$ cat src/rtl/alu16_pkg.sv
package alu16_pkg;

    typedef enum logic [3:0] {
        OP_ADD  = 4'b0000,
        OP_RSUB = 4'b0001,
        OP_XOR  = 4'b0010,
        OP_ANDN = 4'b0011,
        OP_ROTL = 4'b0100,
        OP_SHL  = 4'b0101,
        OP_ROTR = 4'b0110,
        OP_SHR  = 4'b0111,
        OP_EQ   = 4'b1000,
        OP_LT   = 4'b1001,
        OP_LE   = 4'b1010,
        OP_CO   = 4'b1011,
        OP_REV  = 4'b1100
    } alu_op_e;

    localparam logic [1:0] GRP_ARITH = 2'b00;
    localparam logic [1:0] GRP_SHIFT = 2'b01;
    localparam logic [1:0] GRP_COND  = 2'b10;
    localparam logic [1:0] GRP_MISC  = 2'b11;

endpackage

$ cat src/rtl/alu16_adder.sv
module alu16_adder #(
    parameter int WIDTH = 16
) (
    input  logic [WIDTH-1:0] x,
    input  logic [WIDTH-1:0] y,
    input  logic             sub,
    output logic [WIDTH-1:0] sum,
    output logic             cout,
    output logic             ovf
);
    localparam int MSB = WIDTH - 1;

    logic [WIDTH-1:0] y_eff;
    logic [WIDTH:0]   full;

    assign y_eff = sub ? ~y : y;
    assign full  = {1'b0, x} + {1'b0, y_eff} + {{WIDTH{1'b0}}, sub};
    assign sum   = full[WIDTH-1:0];
    assign cout  = full[WIDTH];
    // signed overflow: same-sign inputs, different-sign sum
    assign ovf   = (x[MSB] == y_eff[MSB]) && (sum[MSB] != x[MSB]);

endmodule

$ cat src/rtl/alu16_shifter.sv
module alu16_shifter #(
    parameter int WIDTH = 16
) (
    input  logic [WIDTH-1:0]         din,
    input  logic [$clog2(WIDTH)-1:0] amt,
    input  logic                     to_right,
    input  logic                     rotate,
    output logic [WIDTH-1:0]         dout
);
    localparam int SHW = $clog2(WIDTH);

    logic [SHW:0][WIDTH-1:0] stage;

    assign stage[0] = din;

    // one barrel stage per amount bit, stage s moves by 2**s places
    for (genvar s = 0; s < SHW; s++) begin : g_stage
        localparam int K = 1 << s;
        logic [WIDTH-1:0] cur;
        logic [WIDTH-1:0] moved;
        assign cur = stage[s];
        always_comb begin
            if (to_right) begin
                moved = rotate ? {cur[K-1:0], cur[WIDTH-1:K]}
                               : {{K{1'b0}}, cur[WIDTH-1:K]};
            end else begin
                moved = rotate ? {cur[WIDTH-1-K:0], cur[WIDTH-1:WIDTH-K]}
                               : {cur[WIDTH-1-K:0], {K{1'b0}}};
            end
        end
        assign stage[s+1] = amt[s] ? moved : cur;
    end

    assign dout = stage[SHW];

endmodule

$ cat src/rtl/alu16_bitops.sv
module alu16_bitops #(
    parameter int WIDTH = 16
) (
    input  logic [WIDTH-1:0] a,
    input  logic [WIDTH-1:0] b,
    output logic [WIDTH-1:0] x_xor,
    output logic [WIDTH-1:0] x_andn,
    output logic [WIDTH-1:0] x_rev
);
    assign x_xor  = a ^ b;
    assign x_andn = a & ~b;

    for (genvar i = 0; i < WIDTH; i++) begin : g_rev
        assign x_rev[i] = a[WIDTH-1-i];
    end

endmodule

$ cat src/rtl/alu16_cond.sv
module alu16_cond #(
    parameter int WIDTH = 16
) (
    input  logic [WIDTH-1:0] diff,
    input  logic             ovf,
    input  logic             cout,
    input  logic [1:0]       fn,
    output logic             hit
);
    logic is_eq;
    logic is_lt;

    assign is_eq = (diff == '0);
    // signed less-than corrected for overflow of the subtraction
    assign is_lt = diff[WIDTH-1] ^ ovf;

    always_comb begin
        unique case (fn)
            2'b00:   hit = is_eq;
            2'b01:   hit = is_lt;
            2'b10:   hit = is_lt | is_eq;
            default: hit = cout;
        endcase
    end

endmodule

$ cat src/rtl/alu16_core.sv
module alu16_core
    import alu16_pkg::*;
#(
    parameter int WIDTH = 16
) (
    input  logic [3:0]       op_sel,
    input  logic [WIDTH-1:0] opa,
    input  logic [WIDTH-1:0] opb,
    output logic [WIDTH-1:0] result,
    output logic             zero_flag,
    output logic             sign_flag,
    output logic             carry_flag
);
    localparam int SHW = $clog2(WIDTH);

    logic [1:0] grp;
    logic [1:0] fn;

    logic [WIDTH-1:0] add_x;
    logic [WIDTH-1:0] add_y;
    logic             add_sub;
    logic [WIDTH-1:0] add_sum;
    logic             add_cout;
    logic             add_ovf;

    logic [WIDTH-1:0] sh_out;
    logic [WIDTH-1:0] b_xor;
    logic [WIDTH-1:0] b_andn;
    logic [WIDTH-1:0] b_rev;
    logic             cond_hit;

    assign grp = op_sel[3:2];
    assign fn  = op_sel[1:0];

    // adder operand steering: reversed subtract swaps, compares take a - b
    always_comb begin
        add_x   = opa;
        add_y   = opb;
        add_sub = 1'b0;
        if (op_sel == OP_RSUB) begin
            add_x   = opb;
            add_y   = opa;
            add_sub = 1'b1;
        end else if (op_sel == OP_EQ || op_sel == OP_LT || op_sel == OP_LE) begin
            add_sub = 1'b1;
        end
    end

    alu16_adder #(.WIDTH(WIDTH)) u_adder (
        .x    (add_x),
        .y    (add_y),
        .sub  (add_sub),
        .sum  (add_sum),
        .cout (add_cout),
        .ovf  (add_ovf)
    );

    alu16_shifter #(.WIDTH(WIDTH)) u_shifter (
        .din      (opa),
        .amt      (opb[SHW-1:0]),
        .to_right (fn[1]),
        .rotate   (~fn[0]),
        .dout     (sh_out)
    );

    alu16_bitops #(.WIDTH(WIDTH)) u_bitops (
        .a      (opa),
        .b      (opb),
        .x_xor  (b_xor),
        .x_andn (b_andn),
        .x_rev  (b_rev)
    );

    alu16_cond #(.WIDTH(WIDTH)) u_cond (
        .diff (add_sum),
        .ovf  (add_ovf),
        .cout (add_cout),
        .fn   (fn),
        .hit  (cond_hit)
    );

    always_comb begin
        result = '0;
        unique case (grp)
            GRP_ARITH: begin
                unique case (fn)
                    2'b00, 2'b01: result = add_sum;
                    2'b10:        result = b_xor;
                    default:      result = b_andn;
                endcase
            end
            GRP_SHIFT: result = sh_out;
            GRP_COND:  result = {{(WIDTH-1){1'b0}}, cond_hit};
            default:   result = (fn == 2'b00) ? b_rev : '0;
        endcase
    end

    assign zero_flag  = (result == '0);
    assign sign_flag  = result[WIDTH-1];
    assign carry_flag = (op_sel == OP_ADD || op_sel == OP_RSUB || op_sel == OP_CO)
                        ? add_cout : 1'b0;

endmodule

$ cat config.mk
export PLATFORM = sky130hd
export DESIGN_NAME = alu16_core
export DESIGN_NICKNAME = d
export VERILOG_FILES = /design/src/rtl/alu16_pkg.sv /design/src/rtl/alu16_adder.sv /design/src/rtl/alu16_shifter.sv /design/src/rtl/alu16_bitops.sv /design/src/rtl/alu16_cond.sv /design/src/rtl/alu16_core.sv
export SDC_FILE = /design/constraint.sdc
export NUM_CORES = 1
export LEC_CHECK = 0
export ABC_AREA = 1
export BUFFER_PORTS_ARGS = -buffer_cell sky130_fd_sc_hd__buf_2
export CAP_MARGIN = 20
export CORE_ASPECT_RATIO = 1.25
export CORE_UTILIZATION = 40
export DETAILED_ROUTE_END_ITERATION = 8
export PLACE_DENSITY = 0.67
export SLEW_MARGIN = 20
export SYNTH_ARGS = -nofsm -noshare
export SYNTH_HDL_FRONTEND = slang
export SYNTH_SLANG_ARGS = --single-unit
$ cat constraint.sdc
create_clock -name vclk -period 4.65
set_input_delay 0.2325 -clock vclk [all_inputs]
set_output_delay 0.2325 -clock vclk [all_outputs]
set_load 0.01 [all_outputs]
# [Yosys cells after proc, flatten, opt, wreduce, memory -nomap -nowiden]
# Index checks and enable logic that the tools add are counted.
[classes] addsub=2 n_mul=0 div=0 order_cmp=0 eq_ne=11 shifts=0 n_mux=26 bitwise=6 reduce_logical=11
[ops] op="16-bit two-way mux" n=16
[ops] op="16-bit one-hot mux with 3 select lines" n=1
[ops] op="16-bit zero test" n=2
[ops] op="16-bit inverter" n=2
[ops] op="16-bit one-hot mux with 2 select lines" n=1
[ops] op="16-bit by 16-bit adder with 17-bit output" n=1
[ops] op="17-bit by 1-bit adder with 17-bit output" n=1
[ops] op="16-bit bitwise AND" n=1
[ops] op="4-bit equality test, second input constant" n=4
[ops] op="16-bit XOR" n=1
[ops] op="8-bit two-way mux" n=1
[ops] op="2-bit by 1-bit equality test with 1-bit output, second input constant" n=2
[ops] op="2-bit equality test, second input constant" n=2
[ops] op="4-bit by 1-bit equality test with 1-bit output, second input constant" n=1
[ops] op="2-bit zero test" n=2
[ops] op="4-bit zero test" n=1
[ops] op="1-bit logical OR" n=4
[ops] op="1-bit two-way mux" n=4
[ops] op="4-bit two-way mux" n=1
[ops] op="1-bit one-hot mux with 3 select lines" n=1
[ops] op="2-bit two-way mux" n=1
[ops] op="2-bit OR reduction" n=1
[ops] op="1-bit equality test" n=1
[ops] op="1-bit logical AND" n=1
[ops] op="other kinds (3)" n=3
[word_totals] register_bits=0 latchBits=0 ramBits=0 rom_bits=0 inputBits=36 n_memories=0

# [Depth between registers and ports, before layout]
# Gate-level depths: netlist of run 1.
[logic_depth] ltp_word=15 mapped_depth=30 depth_no_buf=29

# [Hierarchy]
# Synthesis of run 1 repeated with hierarchy kept, for this count alone.
[hier_totals] hier_cells=862 area_unflattened_um2=4526.8
[by_module_without_submodules] mod="alu16_shifter" n_inst=1 cells_per_inst=303 area_each_um2=1498.9 seq_area_each_um2=0.0
[by_module_without_submodules] mod="alu16_core" n_inst=1 cells_per_inst=293 area_each_um2=1391.3 seq_area_each_um2=0.0
[by_module_without_submodules] mod="alu16_adder" n_inst=1 cells_per_inst=173 area_each_um2=1084.8 seq_area_each_um2=0.0
[by_module_without_submodules] mod="alu16_bitops" n_inst=1 cells_per_inst=64 area_each_um2=440.4 seq_area_each_um2=0.0
[by_module_without_submodules] mod="alu16_cond" n_inst=1 cells_per_inst=29 area_each_um2=111.4 seq_area_each_um2=0.0

# [Worst setup path before layout of run 1]
# Ideal clock, no wire load.
[synth_timing] path_kind="in2out" startpoint="input port op_sel[1]" endpoint="output port zero_flag" arrival_ns=3.790 required_time_ns=4.418 setup_slack_ns=0.627 stages=25 n_path_buf=2 path_cell_list="buf_6 nand2_4 inv_2 nor2_2 clkbuf_1 nor2_1 o21ai_0 o21ai_0 ha_1 nand2_1 nor4_1 nand2_2 nand2_2 nand4_1 o311ai_0 fa_1 o221ai_1 a21oi_1 a31oi_1 nand2_1 nor2_1 nand3_1 nor2_1 nand2_1 nor2_2"
[synth_between] word_cells_on_any_way=43 classes_between="add/sub (2); eq/ne (8); mux (23); bitwise (3); reduce/logical (7)"
[synth_lines] item="start: declaration" line_no="alu16_core.sv:6" text="input logic [3:0] op_sel,"
[synth_lines] item="branches (longest 11 deep; another with 16-bit by 16-bit adder with 17-bit output)"
[synth_lines] item="16-bit one-hot mux with 3 select lines (*)" line_no="alu16_core.sv:84" text="unique case (grp)"
[synth_lines] item="net sign_flag" line_no="alu16_core.sv:11" text="output logic sign_flag,"
[synth_lines] item="16-bit zero test (*)" line_no="alu16_core.sv:98" text="assign zero_flag = (result == '0);"
[synth_lines] item="end: declaration" line_no="alu16_core.sv:10" text="output logic zero_flag,"
# Mark *: on every way through the listed nets, which the timed path passes.

# [Final worst setup path of run 1]
[layout_timing] startpoint="input port op_sel[1]" endpoint="output port zero_flag"
[layout_between] elab_chain_cells=15 word_cells_on_any_way=43 classes_between="add/sub (2); eq/ne (8); mux (23); bitwise (3); reduce/logical (7)"
[layout_rtl] item="4-bit equality test" line_no="alu16_core.sv:44" text="end else if (op_sel == OP_EQ || op_sel == OP_LT || op_sel == OP_LE) begin"
[layout_rtl] item="1-bit logical OR (2 in series)" line_no="alu16_core.sv:44"
[layout_rtl] item="1-bit two-way mux" line_no="alu16_core.sv:44"
[layout_rtl] item="1-bit two-way mux" line_no="alu16_core.sv:40" text="if (op_sel == OP_RSUB) begin"
[layout_rtl] item="16-bit two-way mux" line_no="alu16_adder.sv:16" text="assign y_eff = sub ? ~y : y;"
[layout_rtl] item="16-bit by 16-bit adder with 17-bit output" line_no="alu16_adder.sv:17" text="assign full = {1'b0, x} + {1'b0, y_eff} + {{WIDTH{1'b0}}, sub};"
[layout_rtl] item="17-bit by 1-bit adder with 17-bit output" line_no="alu16_adder.sv:17"
[layout_rtl] item="1-bit != test" line_no="alu16_adder.sv:21" text="assign ovf = (x[MSB] == y_eff[MSB]) && (sum[MSB] != x[MSB]);"
[layout_rtl] item="1-bit logical AND" line_no="alu16_adder.sv:21"
[layout_rtl] item="1-bit XOR" line_no="alu16_cond.sv:15" text="assign is_lt = diff[WIDTH-1] ^ ovf;"
[layout_rtl] item="1-bit OR" line_no="alu16_cond.sv:21" text="2'b10: hit = is_lt | is_eq;"
[layout_rtl] item="1-bit one-hot mux with 3 select lines" line_no="alu16_cond.sv:18" text="unique case (fn)"
[layout_rtl] item="16-bit one-hot mux with 3 select lines (*)" line_no="alu16_core.sv:84"
[layout_rtl] item="16-bit zero test (*)" line_no="alu16_core.sv:98"
# Every way passes the cells marked *; elsewhere a longest branch is shown, timed or not.

==> impl_metrics.toml, run 1 <==
[power]
p_comb_share_pct = 100.0
power_switching_mw = 0.403
p_sw_share_pct = 66.3
ir_drop_mv = 0.0821
power.total_mw = 0.609
seqPwrFrac_pct = 0
power_density_mw_per_mm2 = 145
p_int_mw = 0.205
p_clk_share_pct = 0
power_leakage_nw = 2.36

[worst_setup_path]
max_stage_delay_ns = 0.48
path_class = "input pin to output pin"
cp-end-kind = "output pin"
critPathLaunchType = "input pin"
cpMaxStageDelayCell = "fa_1"
critPathMaxFanout = 10
crit_arrival_ns = 4.07
cp-startpoint = "op_sel[1]"
required_ns = 4.42
critPathMostFrequentCell = "nand2_1"

[sta]
min_period_ns = 4.31
setup_viol = 0
hold_viol = 0
period_share_pct = 92.6
tightest_slew_ns = 0.862
timing.final.max_slew_violations = 0
slew_headroom_pct = 42.5
max_freq_mhz = 232

[finish]
seq_cell_count = 0
fin_nets = 869
fillerInstances = 1076
drive_gt1_share_pct = 14.3
syn_to_final_growth_pct = 10.7
final_cell_area_mm2 = 0.00419
clock_buffers = 0
num_antenna_cells = 0
regArea_um2 = 0

[place]
placed_area_mm2 = 0.00411
place.gp.congestion = 0.991
dp_hpwl_um = 11800
portBuffers = 55

[hold_path]
whs_path_depth = 4
holdCritPathClass = "input pin to output pin"
hp-start = "opa[9]"
hold_path_end = "result[6]"

[synth]
yosysWarnings = 0
synth_most_common_cell = "nand2_1"
synth_top_area_share_pct = 24.7
synthDistinctLibCells = 38
synth_nets = 828
syn_inst = 759
ys_seq_area_share_pct = 0
netlist_area_mm2 = 0.00378
synth_common_cells = "nand2_1 (249), nand3_1 (141), nor2_1 (66)"
ys_top_cells_by_area = "nand2_1 (25%), nand3_1 (19%), ha_1 (10%), o21ai_0 (7.4%), nor2_1 (6.5%)"
synth_area_leader_cell = "nand2_1"
postSynthAreaPerCell_um2 = 4.98

[floorplanning]
fp.dieArea_mm2 = 0.00985
die_width_um = 89.0
start_util_pct = 41.2
die_y_um = 111
rows = 39
io_pins = 55
core_area_mm2 = 0.00917

[global_route]
globalRouteOverflowTotal = 0
first_global_vias = 4720
antenna_found_initial = 0
track_usage_pct = 29.8
grt_max_degree = 53
grt_pass1_wl_um = 23300

[job]
cap_viol_max_count = 0

[detailed_routing]
dr_total_vias = 5289
drt_pass1_iterations = 5
drt_wl_total_um = 14500
drtIter0Drc = 449
via_per_inst = 5.74
ant_nets = 0
wl_per_cell_um = 15.8
drc = 0

[outcome]
status = "finished, final reports clean"
[power groups by stage]
| stage | Clock [mW] | Combinational, mW | Sequential, mW |
|---|---|---|---|
| after global placement | 0 | 0.574 | 0 |
| after floorplan | 0 | 0.413 | 0 |
| after CTS | 0 | 0.577 | 0 |
| final | 0 | 0.609 | 0 |
| after detailed placement | 0 | 0.576 | 0 |
| after global routing | 0 | 0.678 | 0 |
[cells by family after synthesis]
kind of cell,after synthesis,share of synthesized area [%]
adders and majority gates,33,11.3
and+or+nand+nor,497,57.5
buffers and inverters,101,11.9
xor gates and xnor gates,6,1.39
AOI/OAI and AO/OA,122,17.9
[cells in the final DEF, fill, tap and decap left out, drive strengths merged, types with 2 or more instances in the layout]
| master | Yosys | final |
|---|---|---|
| buf | 24 | 75 |
| nand2 | 260 | 260 |
| nand3 | 143 | 143 |
| xnor2 | 2 | 2 |
| nor4 | 2 | 2 |
| xor2 | 4 | 4 |
| a31oi | 3 | 3 |
| nor2 | 73 | 73 |
| o211ai | 8 | 8 |
| o2111ai | 2 | 2 |
| clkinv | 5 | 5 |
| a211oi | 7 | 7 |
| fa | 2 | 2 |
| nand3b | 2 | 2 |
| nand4 | 5 | 5 |
| inv | 60 | 60 |
| or2 | 10 | 10 |
| o21ai | 63 | 63 |
| ha | 31 | 31 |
| a21oi | 35 | 35 |
| nor3 | 2 | 2 |
[worst max-delay path: cells and delay by family]
family / cells / cell delay (ns)
adders and majority gates: 2 / 0.84
buffers and inverters: 4 / 0.57
and+or+nand+nor: 20 / 2.07
AOI/OAI and AO/OA: 3 / 0.36
[per-stage QoR]
stage	hold slack [ns]	setup TNS, ns	setup WS [ns]	util (%)	cells
floorplan	0.636	0	0.627	-	759
detailed placement	0.984	0	0.209	44.8	915
finish	0.990	0	0.344	45.6	921
CTS	0.985	0	0.209	44.8	915
global placement	0.982	0	0.269	44.8	915
global route	1.02	-0.0347	-0.0347	45.6	921
[layout make-up]
| type | instances | area (um2) | share of cell area (%) |
|---|---|---|---|
| Multi-Input combinational cell | 658 | 3360 | 80.2 |
| Timing Repair Buffer | 75 | 429 | 10.3 |
| Inverter | 65 | 244 | 5.83 |
| Tap cell | 123 | 154 | 3.68 |
[worst max-delay path by stage]
stage                      to  depth (start not counted)
floorplan           zero_flag                         25
global placement    zero_flag                         29
detailed placement  zero_flag                         29
CTS                 zero_flag                         29
global route        zero_flag                         29
finish              zero_flag                         29
[layer usage]
metal	global-route usage, %	routed length (um)	share of wire [%]	up-vias
li1	-	-	-	2619
met1	36.9	5710	39	2363
met2	50.1	6810	47	241
met4	16.5	1000	6.9	0
met5	0	0	0	-
met3	2.01	1020	7.0	66
[repair_timing]
item                                    CTS  global route
resized for setup                         0             9
endpoints found under the setup margin    0             2
hold buffers                              0             0
buffers inserted                          0             6
No activity file was read; power rests on OpenSTA's default activity.
==> inputs of run 2 (changes only) <==
--- a/config.mk
+++ b/config.mk
@@ -5,13 +5,12 @@
 export SDC_FILE = /design/constraint.sdc
 export NUM_CORES = 1
 export LEC_CHECK = 0
-export ABC_AREA = 1
 export BUFFER_PORTS_ARGS = -buffer_cell sky130_fd_sc_hd__buf_2
 export CAP_MARGIN = 20
 export CORE_ASPECT_RATIO = 1.25
 export CORE_UTILIZATION = 40
 export DETAILED_ROUTE_END_ITERATION = 8
-export PLACE_DENSITY = 0.67
+export PLACE_DENSITY = 0.66
 export SLEW_MARGIN = 20
 export SYNTH_ARGS = -nofsm -noshare
 export SYNTH_HDL_FRONTEND = slang
==> impl_metrics.toml, run 2 <==
[sta]
timing.final.max_slew_violations = 0
hold_viol = 0
fin_tns_setup_ns = -0.976
max_freq_mhz = 194
slew_headroom_pct = 29.0
tightest_slew_ns = 1.06
period_share_pct = 111
min_period_ns = 5.15
setup_viol = 2
holdWs_ns = 0.978
layout_setup_ws_ns = -0.497
rsz0062_at_grt = "true"

[finish]
syn_to_final_growth_pct = 29.4
final_common_cell = "buf_4"
num_antenna_cells = 0
fillerInstances = 1020
fin_nets = 794
layout_common_cells = "buf_4 (84), nor2_1 (64), nand2_1 (56)"
seq_cell_count = 0
drive_gt1_share_pct = 28.5
final_cell_area_mm2 = 0.00533
final_cells = 852
regArea_um2 = 0
fin_util_pct = 53.0
clock_buffers = 0

[detailed_routing]
via_per_inst = 6.59
dr_total_vias = 5615
drtIter0Drc = 531
drc = 2
ant_nets = 0
drt_pass1_iterations = 7
wl_per_cell_um = 22.4
drt_wl_total_um = 19100

[global_route]
track_usage_pct = 35.0
grt_max_degree = 67
globalRouteOverflowTotal = 0
first_global_vias = 5456
antenna_found_initial = 0
grt_pass1_wl_um = 29300

[synth]
synth_nets = 708
netlist_area_mm2 = 0.00412
synthDistinctLibCells = 69
synth_common_cells = "nor2_1 (65), a21oi_1 (60), nand2_1 (59)"
synth_top_area_share_pct = 9.42
syn_inst = 639
ys_seq_area_share_pct = 0
synth_most_common_cell = "nor2_1"
synth_area_leader_cell = "ha_1"
yosysWarnings = 0
ys_top_cells_by_area = "ha_1 (9.4%), mux2i_1 (8.8%), a21oi_1 (7.3%), nor2_1 (5.9%), nand2_1 (5.4%)"
postSynthAreaPerCell_um2 = 6.44

[worst_setup_path]
critPathMostFrequentCell = "buf_6"
crit_family = "simple AND/OR/NAND/NOR gates"
max_stage_delay_ns = 0.53
cp-end-kind = "output pin"
path_class = "input pin to output pin"
critical_path_buf_inv_count = 6
cpMaxStageDelayCell = "or4b_4"
required_ns = 4.42
critPathMaxFanout = 7
path_cells = "buf_6 -> nor4b_4 -> buf_6 -> buf_12 -> mux2_4 -> ha_4 -> buf_6 -> o211ai_1 -> buf_4 -> a21boi_4 -> nand2_4 -> a21oi_4 -> a21o_1 -> a21o_1 -> fa_1 -> or4b_4 -> nor3b_2 -> o2111ai_1 -> nor4b_1 -> nor4b_2 -> a31oi_1 -> o21ai_2 -> nor3_2 -> buf_2"
critPathLaunchType = "input pin"
crit_arrival_ns = 4.91

[power]
ir_drop_mv = 0.119
p_comb_share_pct = 100.0
seqPwrFrac_pct = 0
p_clk_share_pct = 0
p_int_mw = 0.358
power_density_mw_per_mm2 = 160
power.total_mw = 0.855
power_switching_mw = 0.496
p_sw_share_pct = 58.1
power_leakage_nw = 2.41

[place]
portBuffers = 55
placed_area_mm2 = 0.00488
place_inst = 822
place.gp.congestion = 1.06
dp_hpwl_um = 13600
dp_slack_ns = -0.558

[floorplanning]
io_pins = 55
die_y_um = 115
start_util_pct = 40.9
die_width_um = 92.7
rows = 41
core_area_mm2 = 0.0101
fp.dieArea_mm2 = 0.0107

[outcome]
status = "finished, violations left"
violations = "design-rule violations, negative setup slack"

[job]
cap_viol_max_count = 0

[hold_path]
holdCritPathClass = "input pin to output pin"
[run 2: what timing repair did]
item	CTS	global route
gates cloned	2	1
gates resized for setup	15	18
pin swaps	13	2
setup endpoints to repair	2	2
buffers inserted	19	8
hold buffers	0	0
[run 2: kinds of logic after synthesis]
family | Yosys count | share of synthesized area, %
compound gates | 219 | 35.0
xor+xnor | 25 | 5.32
fa+ha+maj | 34 | 10.6
buf+inv | 92 | 9.70
mux | 55 | 14.2
simple gates | 214 | 25.2
[run 2: layer usage]
| layer | part of all wire [%] | GRT usage (%) | vias up |
|---|---|---|---|
| met2 | 47 | 58.8 | 368 |
| met4 | 8.6 | 25.5 | 0 |
| li1 | - | - | 2549 |
| met5 | 0 | 0 | - |
| met1 | 36 | 42.0 | 2575 |
| met3 | 9.0 | 3.02 | 123 |
[run 2: final timing paths]
path,from,endpoint,depth (start not counted)
max,op_sel[2],zero_flag,24
min,op_sel[2],carry_flag,5
[run 2: power by group through the flow]
stage,clock [mW],combinational [mW],sequential (mW)
floorplan,0,0.502,0
global placement,0,0.738,0
detailed placement,0,0.748,0
CTS,0,0.790,0
global route,0,0.906,0
finish,0,0.855,0
[run 2: area by class of cell]
type,instances,area (um2),area share (%)
Multi-Input combinational cell,548,4000,75.1
Timing Repair Buffer,147,1060,19.9
Tap cell,129,161,3.03
Inverter,28,105,1.97
